## src/rtl/tlb_pkg.sv

```systemverilog
package tlb_pkg;

  typedef enum logic [1:0] {
    ACC_LOAD  = 2'd0,
    ACC_STORE = 2'd1,
    ACC_FETCH = 2'd2,
    ACC_RSVD  = 2'd3
  } acc_e;

  localparam int PERM_W = 3;

  // perm: [0] read, [1] write, [2] execute
  function automatic logic perm_ok(input logic [PERM_W-1:0] perm, input acc_e acc);
    logic ok;
    case (acc)
      ACC_LOAD:  ok = perm[0];
      ACC_STORE: ok = perm[1];
      ACC_FETCH: ok = perm[2];
      default:   ok = 1'b0;
    endcase
    return ok;
  endfunction

endpackage

```

## src/rtl/tlb_match.sv

```systemverilog
module tlb_match #(
  parameter int ENTRIES = 8,
  parameter int VPN_W   = 20,
  parameter int ASID_W  = 8
) (
  input  logic [ENTRIES-1:0]             vld_i,
  input  logic [ENTRIES-1:0][VPN_W-1:0]  vpn_i,
  input  logic [ENTRIES-1:0][ASID_W-1:0] asid_i,
  input  logic [VPN_W-1:0]               key_vpn_i,
  input  logic [ASID_W-1:0]              key_asid_i,
  output logic [ENTRIES-1:0]             hit_o
);

  for (genvar g = 0; g < ENTRIES; g++) begin : g_cmp
    assign hit_o[g] = vld_i[g] && (vpn_i[g] == key_vpn_i) && (asid_i[g] == key_asid_i);
  end

endmodule

```

## src/rtl/tlb_lru.sv

```systemverilog
module tlb_lru #(
  parameter int ENTRIES = 8,
  localparam int IW = (ENTRIES > 1) ? $clog2(ENTRIES) : 1
) (
  input  logic               clk_i,
  input  logic               rst_ni,
  input  logic               touch_i,
  input  logic [IW-1:0]      touch_idx_i,
  input  logic [ENTRIES-1:0] vld_i,
  input  logic [ENTRIES-1:0] wired_i,
  output logic [IW-1:0]      victim_idx_o,
  output logic               victim_ok_o
);

  // age 0 = most recent; ages always form a permutation
  logic [ENTRIES-1:0][IW-1:0] age_q;

  always_ff @(posedge clk_i or negedge rst_ni) begin
    if (!rst_ni) begin
      for (int i = 0; i < ENTRIES; i++) age_q[i] <= IW'(i);
    end else if (touch_i) begin
      for (int i = 0; i < ENTRIES; i++) begin
        if (IW'(i) == touch_idx_i)              age_q[i] <= '0;
        else if (age_q[i] < age_q[touch_idx_i]) age_q[i] <= age_q[i] + 1'b1;
      end
    end
  end

  logic          found_inv, have_best;
  logic [IW-1:0] inv_idx, best_idx, best_age;

  always_comb begin
    found_inv = 1'b0;
    have_best = 1'b0;
    inv_idx   = '0;
    best_idx  = '0;
    best_age  = '0;
    for (int i = 0; i < ENTRIES; i++) begin
      if (!wired_i[i]) begin
        if (!vld_i[i] && !found_inv) begin
          found_inv = 1'b1;
          inv_idx   = IW'(i);
        end
        if (!have_best || age_q[i] > best_age) begin
          have_best = 1'b1;
          best_age  = age_q[i];
          best_idx  = IW'(i);
        end
      end
    end
    victim_idx_o = found_inv ? inv_idx : best_idx;
    victim_ok_o  = have_best;
  end

  p_touch_mru_r5: assert property (@(posedge clk_i) disable iff (!rst_ni)
    touch_i |=> age_q[$past(touch_idx_i)] == '0);

  p_victim_unpinned_r6: assert property (@(posedge clk_i) disable iff (!rst_ni)
    victim_ok_o |-> !wired_i[victim_idx_o]);

endmodule

```

## src/rtl/tlb_asid.sv

```systemverilog
module tlb_asid
  import tlb_pkg::*;
#(
  parameter int ENTRIES = 8,
  parameter int VPN_W   = 20,
  parameter int ASID_W  = 8,
  parameter int PFN_W   = 20
) (
  input  logic              clk_i,
  input  logic              rst_ni,
  input  logic              lk_valid_i,
  input  logic [VPN_W-1:0]  lk_vpn_i,
  input  logic [ASID_W-1:0] lk_asid_i,
  input  logic [1:0]        lk_acc_i,
  output logic              rs_valid_o,
  output logic              rs_hit_o,
  output logic              rs_miss_o,
  output logic              rs_fault_o,
  output logic [PFN_W-1:0]  rs_pfn_o,
  input  logic              fill_valid_i,
  input  logic [VPN_W-1:0]  fill_vpn_i,
  input  logic [ASID_W-1:0] fill_asid_i,
  input  logic [PFN_W-1:0]  fill_pfn_i,
  input  logic [2:0]        fill_perm_i,
  input  logic              fill_wired_i,
  output logic              fill_err_o,
  input  logic              flush_all_i,
  input  logic              flush_asid_i,
  input  logic [ASID_W-1:0] flush_id_i
);

  localparam int IW = (ENTRIES > 1) ? $clog2(ENTRIES) : 1;

  logic [ENTRIES-1:0]              vld_q, wired_q;
  logic [ENTRIES-1:0][VPN_W-1:0]   vpn_q;
  logic [ENTRIES-1:0][ASID_W-1:0]  asid_q;
  logic [ENTRIES-1:0][PFN_W-1:0]   pfn_q;
  logic [ENTRIES-1:0][PERM_W-1:0]  perm_q;

  // search
  logic [ENTRIES-1:0] hit_vec;

  tlb_match #(.ENTRIES(ENTRIES), .VPN_W(VPN_W), .ASID_W(ASID_W)) u_match (
    .vld_i      (vld_q),
    .vpn_i      (vpn_q),
    .asid_i     (asid_q),
    .key_vpn_i  (lk_vpn_i),
    .key_asid_i (lk_asid_i),
    .hit_o      (hit_vec)
  );

  logic              hit_any, allowed, lk_ok;
  logic [IW-1:0]     hit_idx;
  logic [PFN_W-1:0]  sel_pfn;
  logic [PERM_W-1:0] sel_perm;

  always_comb begin
    hit_idx  = '0;
    sel_pfn  = '0;
    sel_perm = '0;
    for (int i = 0; i < ENTRIES; i++) begin
      if (hit_vec[i]) hit_idx = IW'(i);
      sel_pfn  |= {PFN_W{hit_vec[i]}} & pfn_q[i];
      sel_perm |= {PERM_W{hit_vec[i]}} & perm_q[i];
    end
  end

  assign hit_any = |hit_vec;
  assign allowed = perm_ok(sel_perm, acc_e'(lk_acc_i));
  assign lk_ok   = lk_valid_i && hit_any && allowed;

  // replacement
  logic          victim_ok, do_fill, touch;
  logic [IW-1:0] victim_idx, touch_idx;

  assign do_fill   = fill_valid_i && victim_ok;
  assign touch     = do_fill || lk_ok;
  assign touch_idx = do_fill ? victim_idx : hit_idx;

  tlb_lru #(.ENTRIES(ENTRIES)) u_lru (
    .clk_i        (clk_i),
    .rst_ni       (rst_ni),
    .touch_i      (touch),
    .touch_idx_i  (touch_idx),
    .vld_i        (vld_q),
    .wired_i      (wired_q),
    .victim_idx_o (victim_idx),
    .victim_ok_o  (victim_ok)
  );

  // flush mask
  logic [ENTRIES-1:0] clr;
  always_comb begin
    for (int i = 0; i < ENTRIES; i++)
      clr[i] = !wired_q[i] &&
               (flush_all_i || (flush_asid_i && asid_q[i] == flush_id_i));
  end

  // entry storage; a refill in the same cycle as a flush survives it
  always_ff @(posedge clk_i or negedge rst_ni) begin
    if (!rst_ni) begin
      vld_q   <= '0;
      wired_q <= '0;
      vpn_q   <= '0;
      asid_q  <= '0;
      pfn_q   <= '0;
      perm_q  <= '0;
    end else begin
      for (int i = 0; i < ENTRIES; i++) begin
        if (do_fill && victim_idx == IW'(i)) begin
          vld_q[i]   <= 1'b1;
          wired_q[i] <= fill_wired_i;
          vpn_q[i]   <= fill_vpn_i;
          asid_q[i]  <= fill_asid_i;
          pfn_q[i]   <= fill_pfn_i;
          perm_q[i]  <= fill_perm_i;
        end else if (clr[i]) begin
          vld_q[i]   <= 1'b0;
        end
      end
    end
  end

  // registered response
  always_ff @(posedge clk_i or negedge rst_ni) begin
    if (!rst_ni) begin
      rs_valid_o <= 1'b0;
      rs_hit_o   <= 1'b0;
      rs_miss_o  <= 1'b0;
      rs_fault_o <= 1'b0;
      rs_pfn_o   <= '0;
      fill_err_o <= 1'b0;
    end else begin
      rs_valid_o <= lk_valid_i;
      rs_hit_o   <= lk_ok;
      rs_miss_o  <= lk_valid_i && !hit_any;
      rs_fault_o <= lk_valid_i && hit_any && !allowed;
      rs_pfn_o   <= lk_ok ? sel_pfn : '0;
      fill_err_o <= fill_valid_i && !victim_ok;
    end
  end

  p_resp_latency_r1: assert property (@(posedge clk_i) disable iff (!rst_ni)
    lk_valid_i |=> rs_valid_o);

  p_no_spurious_resp_r1: assert property (@(posedge clk_i) disable iff (!rst_ni)
    !lk_valid_i |=> !rs_valid_o);

  p_one_outcome_r2: assert property (@(posedge clk_i) disable iff (!rst_ni)
    rs_valid_o |-> $onehot({rs_hit_o, rs_miss_o, rs_fault_o}));

  p_pfn_zero_r3: assert property (@(posedge clk_i) disable iff (!rst_ni)
    (rs_valid_o && !rs_hit_o) |-> rs_pfn_o == '0);

  p_pinned_kept_r6: assert property (@(posedge clk_i) disable iff (!rst_ni)
    1'b1 |=> (vld_q & $past(wired_q)) == $past(wired_q));

  p_flush_all_r8: assert property (@(posedge clk_i) disable iff (!rst_ni)
    (flush_all_i && !fill_valid_i) |=> (vld_q & ~wired_q) == '0);

  p_fill_err_r10: assert property (@(posedge clk_i) disable iff (!rst_ni)
    fill_err_o |-> $past(&wired_q));

endmodule

```

## config.mk

```make
export PLATFORM = sky130hd
export DESIGN_NAME = tlb_asid
export DESIGN_NICKNAME = d
export VERILOG_FILES = /design/src/rtl/tlb_pkg.sv /design/src/rtl/tlb_match.sv /design/src/rtl/tlb_lru.sv /design/src/rtl/tlb_asid.sv
export SDC_FILE = /design/constraint.sdc
export NUM_CORES = 1
export LEC_CHECK = 0
export BUFFER_PORTS_ARGS = -buffer_cell sky130_fd_sc_hd__buf_2
export CAP_MARGIN = 20
export CORE_MARGIN = 1
export CORE_UTILIZATION = 56
export DETAILED_ROUTE_END_ITERATION = 8
export PLACE_DENSITY = 0.88
export SETUP_SLACK_MARGIN = 0.15
export SYNTH_ARGS = -nofsm -noshare
export SYNTH_HDL_FRONTEND = slang
export SYNTH_SLANG_ARGS = --single-unit
```

## constraint.sdc

```tcl
create_clock -name clk_i -period 11.2 [get_ports clk_i]
set_input_delay 1.68 -clock clk_i [delete_from_list [all_inputs] [get_ports clk_i]]
set_output_delay 1.68 -clock clk_i [all_outputs]
set_load 0.1 [all_outputs]
```

After elaboration in Yosys (flattened, before gate mapping):

Cells that the tools add are included.

* multiplexer cells: 117
* $lt $le $gt $ge: 16
* reduce and logical (&&, ||, !) cells: 128
* add/sub/neg operators: 8
* bitwise operators: 30
* eq/ne operators: 40

Operators by type and width (number)
* $mux W3: 62
* $and A20 B20 Y20: 8
* $eq A20 B20 Y1: 8
* $or A20 B20 Y20: 7
* $eq A8 B8 Y1: 16
* $logic_and A1 B1 Y1: 53
* $mux W1: 50
* $reduce_bool A2 Y1: 16
* $logic_not A1 Y1: 31
* $add A3 B1 Y3 const B: 8
* $and A3 B3 Y3: 8
* $lt A3 B3 Y1: 8
* $gt A3 B3 Y1: 7
* $or A3 B3 Y3: 7
* $mux W20: 1
* $logic_or A1 B1 Y1: 16
* $reduce_and A2 Y1: 8
* $eq A3 B3 Y1 const A: 4
* $eq A3 B3 Y1 const B: 4
* $bmux W3 S3: 1
* $reduce_or A8 Y1: 1
* $eq A2 B3 Y1 const A: 2
* $eq A3 B2 Y1 const B: 2
* $logic_not A3 Y1: 2
* 8 further kinds: 9

* register bits: 473
* output and inout bits: 25

Longest topological paths before layout:

Gate-level depths: netlist of run 1.

* depth in word-level cells: 37
* gate-level depth with buffers: 57

Modules after synthesis:

From an unflattened synthesis of run 1, not the netlist that was laid out.

* cell total of the unflattened synthesis: 1874
* area, all modules: 24350.9 µm²

Modules (own cells, without submodules)
* tlb_asid: cells each 1201, times used 1, area an instance 18616.6 µm²
* tlb_lru: cells each 341, times used 1, area an instance 2994.1 µm²
* tlb_match: cells each 332, times used 1, area an instance 2740.1 µm²

Least setup slack after synthesis of run 1:

OpenSTA, ideal clock, no wires.

* path kind: reg2reg
* from: reg wired_q[0]
* to: reg u_lru.age_q[12] (netlist bit)
* arrival: 11.048 ns
* buffers on the path: 3
* setup time: 0.125 ns
* period minus slack after synthesis: 11.173 ns
* stages on the path, launching flop included: 54
* required time: 11.075 ns
* path slack: 0.027 ns
* cell sequence: dfrtp_1 > inv_1 > nand2_1 > ha_1 > a21oi_1 > o211ai_1 > nand2_1 > mux2i_1 > inv_1 > ha_1 > nand2_1 > o211a_1 > or2_2 > clkbuf_1 > mux2_2 > ha_1 > a311oi_1 > a22oi_1 > [18 not listed] > mux2_2 > ha_1 > nand3_1 > o21ai_0 > o211a_1 > o21bai_1 > a2bb2oi_1 > nand2_1 > a21o_1 > buf_2 > a211oi_1 > a31oi_1 > a21boi_0 > ha_1 > o221a_1 > a311oi_2 > o21ai_1 > mux2_2

* longest elaborated chain between the ends: 36
* elaborated cells on any way between the ends: 116
* classes of those cells: order compare: 8; eq/ne: 1; mux: 76; reduce/logical: 31

RTL lines
* from (decl): line tlb_asid.sv:34 `logic [ENTRIES-1:0] vld_q, wired_q;`
* from (signal, indexed assignment): line tlb_asid.sv:112 `wired_q[i] <= fill_wired_i;`
* $mux W3 / $mux W1 (equally long branches): line tlb_lru.sv:39 `if (!wired_i[i]) begin`
* $gt A3 B3 Y1 / $logic_not A1 Y1 (equally long branches): line tlb_lru.sv:44, tlb_lru.sv:40
* $logic_or A1 B1 Y1 / $logic_and A1 B1 Y1 (equally long branches): line tlb_lru.sv:44, tlb_lru.sv:40
* $mux W3 (tied with other cells): line tlb_lru.sv:44 `if (!have_best || age_q[i] > best_age) begin`
* $mux W3 / $mux W1 (equally long branches): line tlb_lru.sv:39
* $gt A3 B3 Y1 (tied with other cells): line tlb_lru.sv:44
* $logic_or A1 B1 Y1 / $logic_and A1 B1 Y1 (equally long branches): line tlb_lru.sv:44, tlb_lru.sv:40
* $mux W3 (tied with other cells): line tlb_lru.sv:44
* [20 not listed]
* $mux W3 / $mux W1 (equally long branches): line tlb_lru.sv:39
* $mux W3 / $logic_and A1 B1 Y1 (equally long branches): line tlb_lru.sv:51, tlb_asid.sv:76
* $mux W3: line tlb_asid.sv:78 `assign touch_idx = do_fill ? victim_idx : hit_idx;`
* $bmux W3 S3: line tlb_lru.sv:24 `else if (age_q[i] < age_q[touch_idx_i]) age_q[i] <= age_q[i] + 1'b1;`
* $mux W3 (implied by the code): line tlb_lru.sv:24
* $lt A3 B3 Y1: line tlb_lru.sv:24
* $reduce_bool A2 Y1 (no source line)
* $reduce_and A2 Y1 (no source line)
* to (signal, indexed assignment): line tlb_lru.sv:23 `if (IW'(i) == touch_idx_i) age_q[i] <= '0;`
* to (decl): line tlb_lru.sv:16 `logic [ENTRIES-1:0][IW-1:0] age_q;`

Parallel ways exist; a longest one is shown, timed or not. The select of a mux whose other input is x is not followed.
A chain may end at the register's enable or synchronous reset.

Worst setup path in the final report of run 1:

* from: reg u_lru.age_q[1] (netlist bit)
* to: reg u_lru.age_q[18] (netlist bit)

* longest elaborated chain between the ends: 36
* elaborated cells on any way between the ends: 72
* classes of those cells: order compare: 8; eq/ne: 1; mux: 46; reduce/logical: 17

RTL lines (line)
* $mux W3: tlb_lru.sv:39
* $gt A3 B3 Y1: tlb_lru.sv:44
* $logic_or A1 B1 Y1: tlb_lru.sv:44
* $mux W3 / $mux W1 (equally long branches): tlb_lru.sv:44
* $mux W3 / $mux W1 (equally long branches): tlb_lru.sv:39
* $gt A3 B3 Y1 / $logic_not A1 Y1 (equally long branches): tlb_lru.sv:44
* $logic_or A1 B1 Y1: tlb_lru.sv:44
* $mux W3 / $mux W1 (equally long branches): tlb_lru.sv:44
* [20 not listed]
* $mux W3 / $mux W1 (equally long branches): tlb_lru.sv:39
* $mux W3 / $logic_and A1 B1 Y1 (equally long branches): tlb_lru.sv:51, tlb_asid.sv:76
* $mux W3: tlb_asid.sv:78
* $bmux W3 S3: tlb_lru.sv:24
* $mux W3 (implied by the code): tlb_lru.sv:24
* $lt A3 B3 Y1: tlb_lru.sv:24
* $reduce_bool A2 Y1 (no source line)
* $reduce_and A2 Y1 (no source line)

Parallel ways exist; a longest one is shown, timed or not. The select of a mux whose other input is x is not followed.

==> results.yml, run 1 <==
status:
  status: "complete, but fails checks"
  failed_checks: "negative setup slack"
min_path:
  min_path_cells: 1
  min_from: "pfn_q[29]$_DFFE_PN0P_"
  hold_path_class: "register to register"
  holdPathEnd: "pfn_q[29]$_DFFE_PN0P_"
clocking:
  clk_latency_ps: 620
  cts_hold_buffers: 0
  clk_pin_slew_worst_paths_ps: 60
  cts_tree: "yes"
  cts_buffers: 48
  clock-root-buffer: "clkbuf_16"
  cts_sinks: 473
  max-clock-path-buffers: 3
  ctsHtreeMaxLevel: 2
timing:
  fin_crit_sh_pct: 100.1
  rsz0062_at_grt: "true"
  clock.fmax_ghz: 0.08917
  skew_ps: 23.42
  period_needed_ps: 11210
  slew_headroom_pct: 34.87
  final.setup.worst_slack_ps: -14.88
  hold_viol_final: 0
  setup_viol: 3
  setup_tns_ps: -35.99
  slew_viol_final: 0
  max_slew.worst_pin.slew_ps: 977.0
grt:
  grt_pass1_wl_um: 106000
  met1_usage_pct: 41.97
  antenna_found_initial: 12
  overflow: 0
  grt_util_all_layers_pct: 32.03
  met2_usage_pct: 50.31
  grt_use_met3_pct: 6.884
  grt.busiest_layer: "met2"
  grt_pass1_vias: 17900
  grt_max_degree: 123
finish:
  n_fill_cell: 2736
  final_common_cell: "dfrtp_1"
  multi_input_area_mm2: 0.01187
  layout_common_cells: "dfrtp_1 (460), mux2_2 (411), xor2_1 (163)"
  drive_gt1_share_pct: 39.17
  fin_nets: 2150
  seq_area_mm2: 0.01185
  area_delta_synth_final_pct: 15.57
  utilization_pct: 66.22
worst_setup_path:
  worst_path_max_delay_cell: "dfrtp_1"
  end_kind: "register"
  critPathArrivalTime_ps: 11710
  startpoint_type: "register"
  reg2regPathDepth: 53
  rrSetupSlack_ps: -10
  worstSetupPathType: "register to register"
  r2r_start: "u_lru.age_q[1]$_DFFE_PN0P_"
  r2r-end: "u_lru.age_q[18]$_DFFE_PN0P_"
  cp_max_fo: 6
  cp.required_ps: 11690
  slowest_delay_ps: 500
place:
  pre_cts_slack_ps: -519.3
  port-buffer-count: 120
  dpl.hpwl_um: 44960
  place.gp.congestion: 0.9691
pwr:
  p_clk_share_pct: 17.7
  leakage_nw: 11.64
  p_seq_share_pct: 35.1
  sw_frac_of_total_pct: 37.95
  combinationalPowerShare_pct: 47.2
  vdd_ir_drop_max_mv: 0.2111
  p_switching_mw: 3.367
  cellPowerDensity_mw_per_mm2: 324.4
  internal_power_mw: 5.504
synthesis:
  syn_area_mm2: 0.02366
  yosys_warnings: 0
  synthArstFlopShare_pct: 100.0
  syn-instance-count: 1880
  syn_area_per_cell_um2: 12.59
  synth_cell_types: 81
  synth-main-ff-cell: "dfrtp_1"
  ys_ff_latch: 473
  seq_area_frac_synth_pct: 50.09
  synth_edf_count: 0
  syn-num-nets: 2013
floorplanning:
  pin_count: 121
  die-area_mm2: 0.04308
  die_w_um: 207.6
  die_height_um: 207.6
  core_mm2: 0.04129
  start_util_pct: 57.30
  rows: 74
routing:
  wire_per_inst_um: 27.20
  vias: 17380
  drc: 0
  first_iter_violations: 1936
  ant_nets: 0
  vias_per_cell: 6.720
  first_pass_iters: 9
  drt-total-wl_um: 70340
run:
  maxCapViolCount: 0
-- timing repair --
item                       CTS  global route
setup endpoints to repair   24           183
resized for setup           28            75
pin swaps                   12            53
gates cloned                 0             1
setup buffers                8            24
-- worst max-delay path, delay by kind of cell, from the launching register on --
| kind | cells | cell delay (ps) |
|---|---|---|
| flops | 1 | 500 |
| compound gates | 20 | 4030 |
| fa+ha+maj | 7 | 1900 |
| mux | 5 | 1350 |
| simple gates | 15 | 2390 |
| buf+inv | 6 | 870 |
-- worst max-delay path by stage --
stage	end	slack (ps)	depth (start not counted)	start
after floorplan	u_lru.age_q[12]$_DFFE_PN0P_	230	53	wired_q[0]$_DFFE_PN0P_
after global placement	u_lru.age_q[12]$_DFFE_PN0P_	240	49	wired_q[0]$_DFFE_PN0P_
after detailed placement	u_lru.age_q[6]$_DFFE_PN0P_	-520	52	wired_q[0]$_DFFE_PN0P_
after CTS	u_lru.age_q[0]$_DFFE_PN0P_	150	53	wired_q[0]$_DFFE_PN0P_
after global routing	u_lru.age_q[12]$_DFFE_PN0P_	-320	54	wired_q[0]$_DFFE_PN0P_
final	u_lru.age_q[18]$_DFFE_PN0P_	-10	53	u_lru.age_q[1]$_DFFE_PN0P_
-- power by group through the flow --
stage	Clock (mW)	Combinational (mW)	Sequential [mW]
after global routing	1.65	4.42	3.17
final	1.57	4.19	3.11
after detailed placement	0	3.41	3.07
after floorplan	0	2.59	2.89
after CTS	1.58	3.60	3.06
after global placement	0	3.22	3.00
-- cell usage after synthesis (4+ instances only) --
cell / instances / area (um2)
a211o_1: 6 / 52.55
a211oi_1: 9 / 67.56
a21o_1: 9 / 67.56
a21oi_1: 16 / 80.08
a221oi_1: 16 / 140.1
a222oi_1: 27 / 270.3
a22o_1: 23 / 201.4
a22oi_1: 12 / 90.09
a31oi_1: 26 / 162.7
a41oi_1: 10 / 87.58
and2_1: 8 / 50.05
and3_1: 8 / 50.05
buf_2: 24 / 120.1
buf_4: 8 / 60.06
clkbuf_1: 72 / 270.3
dfrtp_1: 461 / 11540
dfstp_2: 12 / 315.3
ha_1: 37 / 462.9
inv_1: 35 / 131.4
mux2_2: 417 / 4696
mux2i_1: 15 / 150.1
nand2_1: 69 / 259.0
nand2b_1: 4 / 25.02
nand3_1: 15 / 75.07
nand4_1: 35 / 219.0
nor2_1: 32 / 120.1
nor2b_1: 4 / 25.02
nor3_1: 15 / 75.07
nor3b_2: 4 / 50.05
nor4_1: 45 / 281.5
o211a_1: 6 / 60.06
o211ai_1: 6 / 45.04
o21ai_0: 27 / 135.1
o21ai_1: 7 / 35.03
o31ai_1: 4 / 30.03
xnor2_1: 116 / 1016
xor2_1: 163 / 1428
-- flip-flops by register name (all words and copies together), names as in the netlist --
| signal | count |
|---|---|
| u_lru.age_q | 24 |
| vld_q | 8 |
| pfn_q | 160 |
| fill_err_o | 1 |
| rs_pfn_o | 20 |
| vpn_q | 160 |
| perm_q | 24 |
| rs_fault_o | 1 |
| rs_valid_o | 1 |
| wired_q | 8 |
| asid_q | 64 |
| rs_miss_o | 1 |
| rs_hit_o | 1 |
-- area by class of cell --
type | instances | share of cell area, %
Inverter | 36 | 0.4942
Tap cell | 532 | 2.434
Antenna cell | 4 | 0.03660
Sequential cell | 473 | 43.34
Clock inverter | 13 | 0.5170
Clock buffer | 70 | 5.024
Timing Repair Buffer | 196 | 4.745
Multi-Input combinational cell | 1262 | 43.40
-- cell families (layout without fill, tap and decap cells) --
logic type      Yosys count  after routing  share of synthesized area (%)
flops                   473            473                          50.09
xor+xnor                279            279                          10.33
other cells               0              4                              0
compound gates          251            252                          8.377
buf+inv                 146            315                          2.612
simple gates            262            262                          6.155
mux                     432            432                          20.48
fa+ha+maj                37             37                          1.957
-- metrics by stage --
stage | total power, mW | hold slack (ps) | cells | area (um2)
after global placement | 6.223 | 488.0 | 2464 | 24910
after CTS | 8.239 | 509.3 | 2555 | 26620
after global routing | 9.241 | 519.0 | 2585 | 27340
final | 8.871 | 506.2 | 2586 | 27350
after floorplan | 5.481 | 479.6 | 1880 | 23660
after detailed placement | 6.482 | 495.2 | 2464 | 24910
-- metal layers --
metal / vias to the layer above / share of wire (%) / routed length [um]
met3: 333 / 9.4 / 6625
li1: 7156 / - / -
met1: 8773 / 38 / 26930
met5: - / 0.12 / 85
met4: 14 / 5.8 / 4083
met2: 1103 / 46 / 32620
No activity file was read; power rests on OpenSTA's default activity.
==> run 2, diff against run 1 <==
--- a/config.mk
+++ b/config.mk
@@ -5,6 +5,7 @@
 export SDC_FILE = /design/constraint.sdc
 export NUM_CORES = 1
 export LEC_CHECK = 0
+export ABC_AREA = 1
 export BUFFER_PORTS_ARGS = -buffer_cell sky130_fd_sc_hd__buf_2
 export CAP_MARGIN = 20
 export CORE_MARGIN = 1
==> results.yml, run 2 <==
floorplanning:
  pin_count: 121
  core_mm2: 0.04232
  die_w_um: 210.1
  die_height_um: 210.1
  die-area_mm2: 0.04414
  start_util_pct: 57.30
  rows: 75
timing:
  hold_viol_final: 0
  slew_headroom_pct: 23.03
  rsz0062_at_grt: "false"
  final.setup.worst_slack_ps: 1169
  fin_crit_sh_pct: 89.56
  setup_tns_ps: 0
  setup_viol: 0
  skew_ps: 46.34
  slew_viol_final: 0
  clock.fmax_ghz: 0.09969
  max_slew.worst_pin.slew_ps: 1153
  period_needed_ps: 10030
worst_setup_path:
  startpoint_type: "register"
  reg2regPathDepth: 60
  worst_path_max_delay_cell: "a21oi_1"
  cp.required_ps: 11650
  r2r_start: "wired_q[0]$_DFFE_PN0P_"
  rrSetupSlack_ps: 1170
  cp_max_fo: 82
  crit_top_cell: "nand2_1"
  slowest_delay_ps: 670
  crit_start: "wired_q[0]$_DFFE_PN0P_"
  end_kind: "register"
  critPathArrivalTime_ps: 10480
  worstSetupPathType: "register to register"
  r2r-end: "asid_q[15]$_DFFE_PN0P_"
clocking:
  cts_sinks: 473
  ctsHtreeMaxLevel: 2
  cts_hold_buffers: 0
  clock-root-buffer: "clkbuf_16"
  clk_pin_slew_worst_paths_ps: 60
  max-clock-path-buffers: 3
  cts_tree: "yes"
  cts_buffers: 48
  clk_latency_ps: 620
run:
  maxCapViolCount: 0
finish:
  layout_common_cells: "nand2_1 (966), o21ai_0 (494), dfrtp_1 (461)"
  final_common_cell: "nand2_1"
  area_delta_synth_final_pct: 10.77
  drive_gt1_share_pct: 10.99
  top_regs: "pfn_q x160, vpn_q x160, asid_q x64"
  fin_nets: 3229
status:
  status: "completed"
routing:
  wire_per_inst_um: 20.84
  first_pass_iters: 7
  ant_nets: 0
  drc: 0
  vias_per_cell: 5.978
  drt-total-wl_um: 77390
  first_iter_violations: 2973
  vias: 22200
place:
  dpl.hpwl_um: 51750
  pre_cts_slack_ps: 993.8
  port-buffer-count: 120
  place.gp.congestion: 1.054
pwr:
  vdd_ir_drop_max_mv: 0.1042
  combinationalPowerShare_pct: 5.8
  internal_power_mw: 2.708
  p_switching_uw: 882.8
  sw_frac_of_total_pct: 24.58
  p_clk_share_pct: 46.3
  leakage_nw: 13.00
  cellPowerDensity_mw_per_mm2: 133.7
  p_seq_share_pct: 47.8
synthesis:
  synth-xor-area-share_pct: 2.492
  ys_ff_latch: 473
  syn_area_mm2: 0.02425
  synth_cell_types: 51
  synth-main-ff-cell: "dfrtp_1"
  synthTopCellsByCount: "nand2_1 (974), o21ai_0 (495), dfrtp_1 (461)"
  synthMuxAreaShare_pct: 0
  synth_compound_area_share_pct: 16.75
  synth.most_common_cell: "nand2_1"
  synth_edf_count: 0
  syn_area_per_cell_um2: 7.946
  yosys_warnings: 0
  syn-instance-count: 3052
  syn-num-nets: 3185
  synth_top_family_by_area: "simple AND/OR/NAND/NOR gates"
  synth.largest_area_cell: "dfrtp_1"
  synthArstFlopShare_pct: 100.0
  yosys-top-cells-area: "dfrtp_1 (48%), nand2_1 (15%), o21ai_0 (10%), inv_1 (4.1%), a22o_1 (2.5%)"
  synth-simple-area-share_pct: 22.76
  netlist.area_leader.share_pct: 47.57
  yosys.area_share.adder_pct: 1.909
  seq_area_frac_synth_pct: 48.87
grt:
  grt_util_all_layers_pct: 35.54
  grt_pass1_wl_um: 119900
  overflow: 0
  grt_max_degree: 163
  antenna_found_initial: 7
  grt_pass1_vias: 20570
min_path:
  min_from: "pfn_q[141]$_DFFE_PN0P_"
  holdPathEnd: "pfn_q[141]$_DFFE_PN0P_"
  hold_path_class: "register to register"
  min_path_cells: 2
[run 2: timing repair]
| action | 4_1_cts | 5_1_grt |
|---|---|---|
| endpoints found under the hold margin | 0 | 0 |
| gates resized for setup | 0 | 5 |
| endpoints found under the setup margin | 0 | 76 |
| setup buffers | 0 | 0 |
[run 2: power groups by stage]
stage          clock network [mW]  logic [mW]  registers (mW)
2_1_floorplan                   0      0.0999            1.75
5_1_grt                      1.74       0.228            1.72
6_report                     1.66       0.209            1.72
4_1_cts                      1.67       0.205            1.72
3_5_place_dp                    0       0.203            1.75
3_3_place_gp                    0       0.203            1.75
[run 2: worst max-delay path: cells and delay by family (launching register included)]
kind	cells	cell delay, ps
AO/OA/AOI/OAI	19	3290
buffers and inverters	5	870
flip-flops	1	430
adder cells (fa/ha/maj)	7	2280
AND/OR/NAND/NOR	29	2960
[run 2: metal layers]
metal | global-route usage, % | up-vias | part of all wire, %
li1 | - | 10060 | -
met1 | 50.88 | 10550 | 41
met2 | 52.06 | 1350 | 43
met3 | 7.509 | 239 | 11
met4 | 16.01 | 4 | 5.1
met5 | 0 | - | 0.039
[run 2: final cells by class]
type / instances / area [um2]
antenna: 5 / 12.51
clock buffer: 68 / 1426
clock inverter: 17 / 219.0
fill: 3552 / 15460
inverter: 300 / 1129
multi-input combinational: 2137 / 10750
sequential: 473 / 11850
tap: 577 / 721.9
timing repair buffer: 136 / 755.7
[run 2: metrics by stage]
step	power (mW)	area (um2)	util, %	hold slack, ps	std cells
global route	3.685	26860	63.46	504.3	3711
global placement	1.952	25160	59.44	456.5	3622
CTS	3.592	26800	63.33	481.7	3707
detailed placement	1.953	25160	59.44	462.9	3622
floorplan	1.852	24250	-	441.2	3052
finish	3.591	26860	63.47	486.3	3713
[run 2: how the worst max path moves through the flow]
| stage | end | slack [ps] | cells past startpoint |
|---|---|---|---|
| after floorplan | u_lru.age_q[5]$_DFFE_PN0P_ | 2400 | 72 |
| after global placement | u_lru.age_q[5]$_DFFE_PN0P_ | 1290 | 71 |
| after detailed placement | u_lru.age_q[4]$_DFFE_PN0P_ | 990 | 73 |
| after CTS | u_lru.age_q[4]$_DFFE_PN0P_ | 940 | 71 |
| after global routing | u_lru.age_q[6]$_DFFE_PN0P_ | 90 | 74 |
| final | asid_q[15]$_DFFE_PN0P_ | 1170 | 60 |
[run 2: cells by family after synthesis]
| kind of cell | after synthesis |
|---|---|
| fa+ha+maj | 37 |
| buf+inv | 442 |
| flops | 473 |
| xor+xnor | 69 |
| compound gates | 706 |
| simple gates | 1325 |
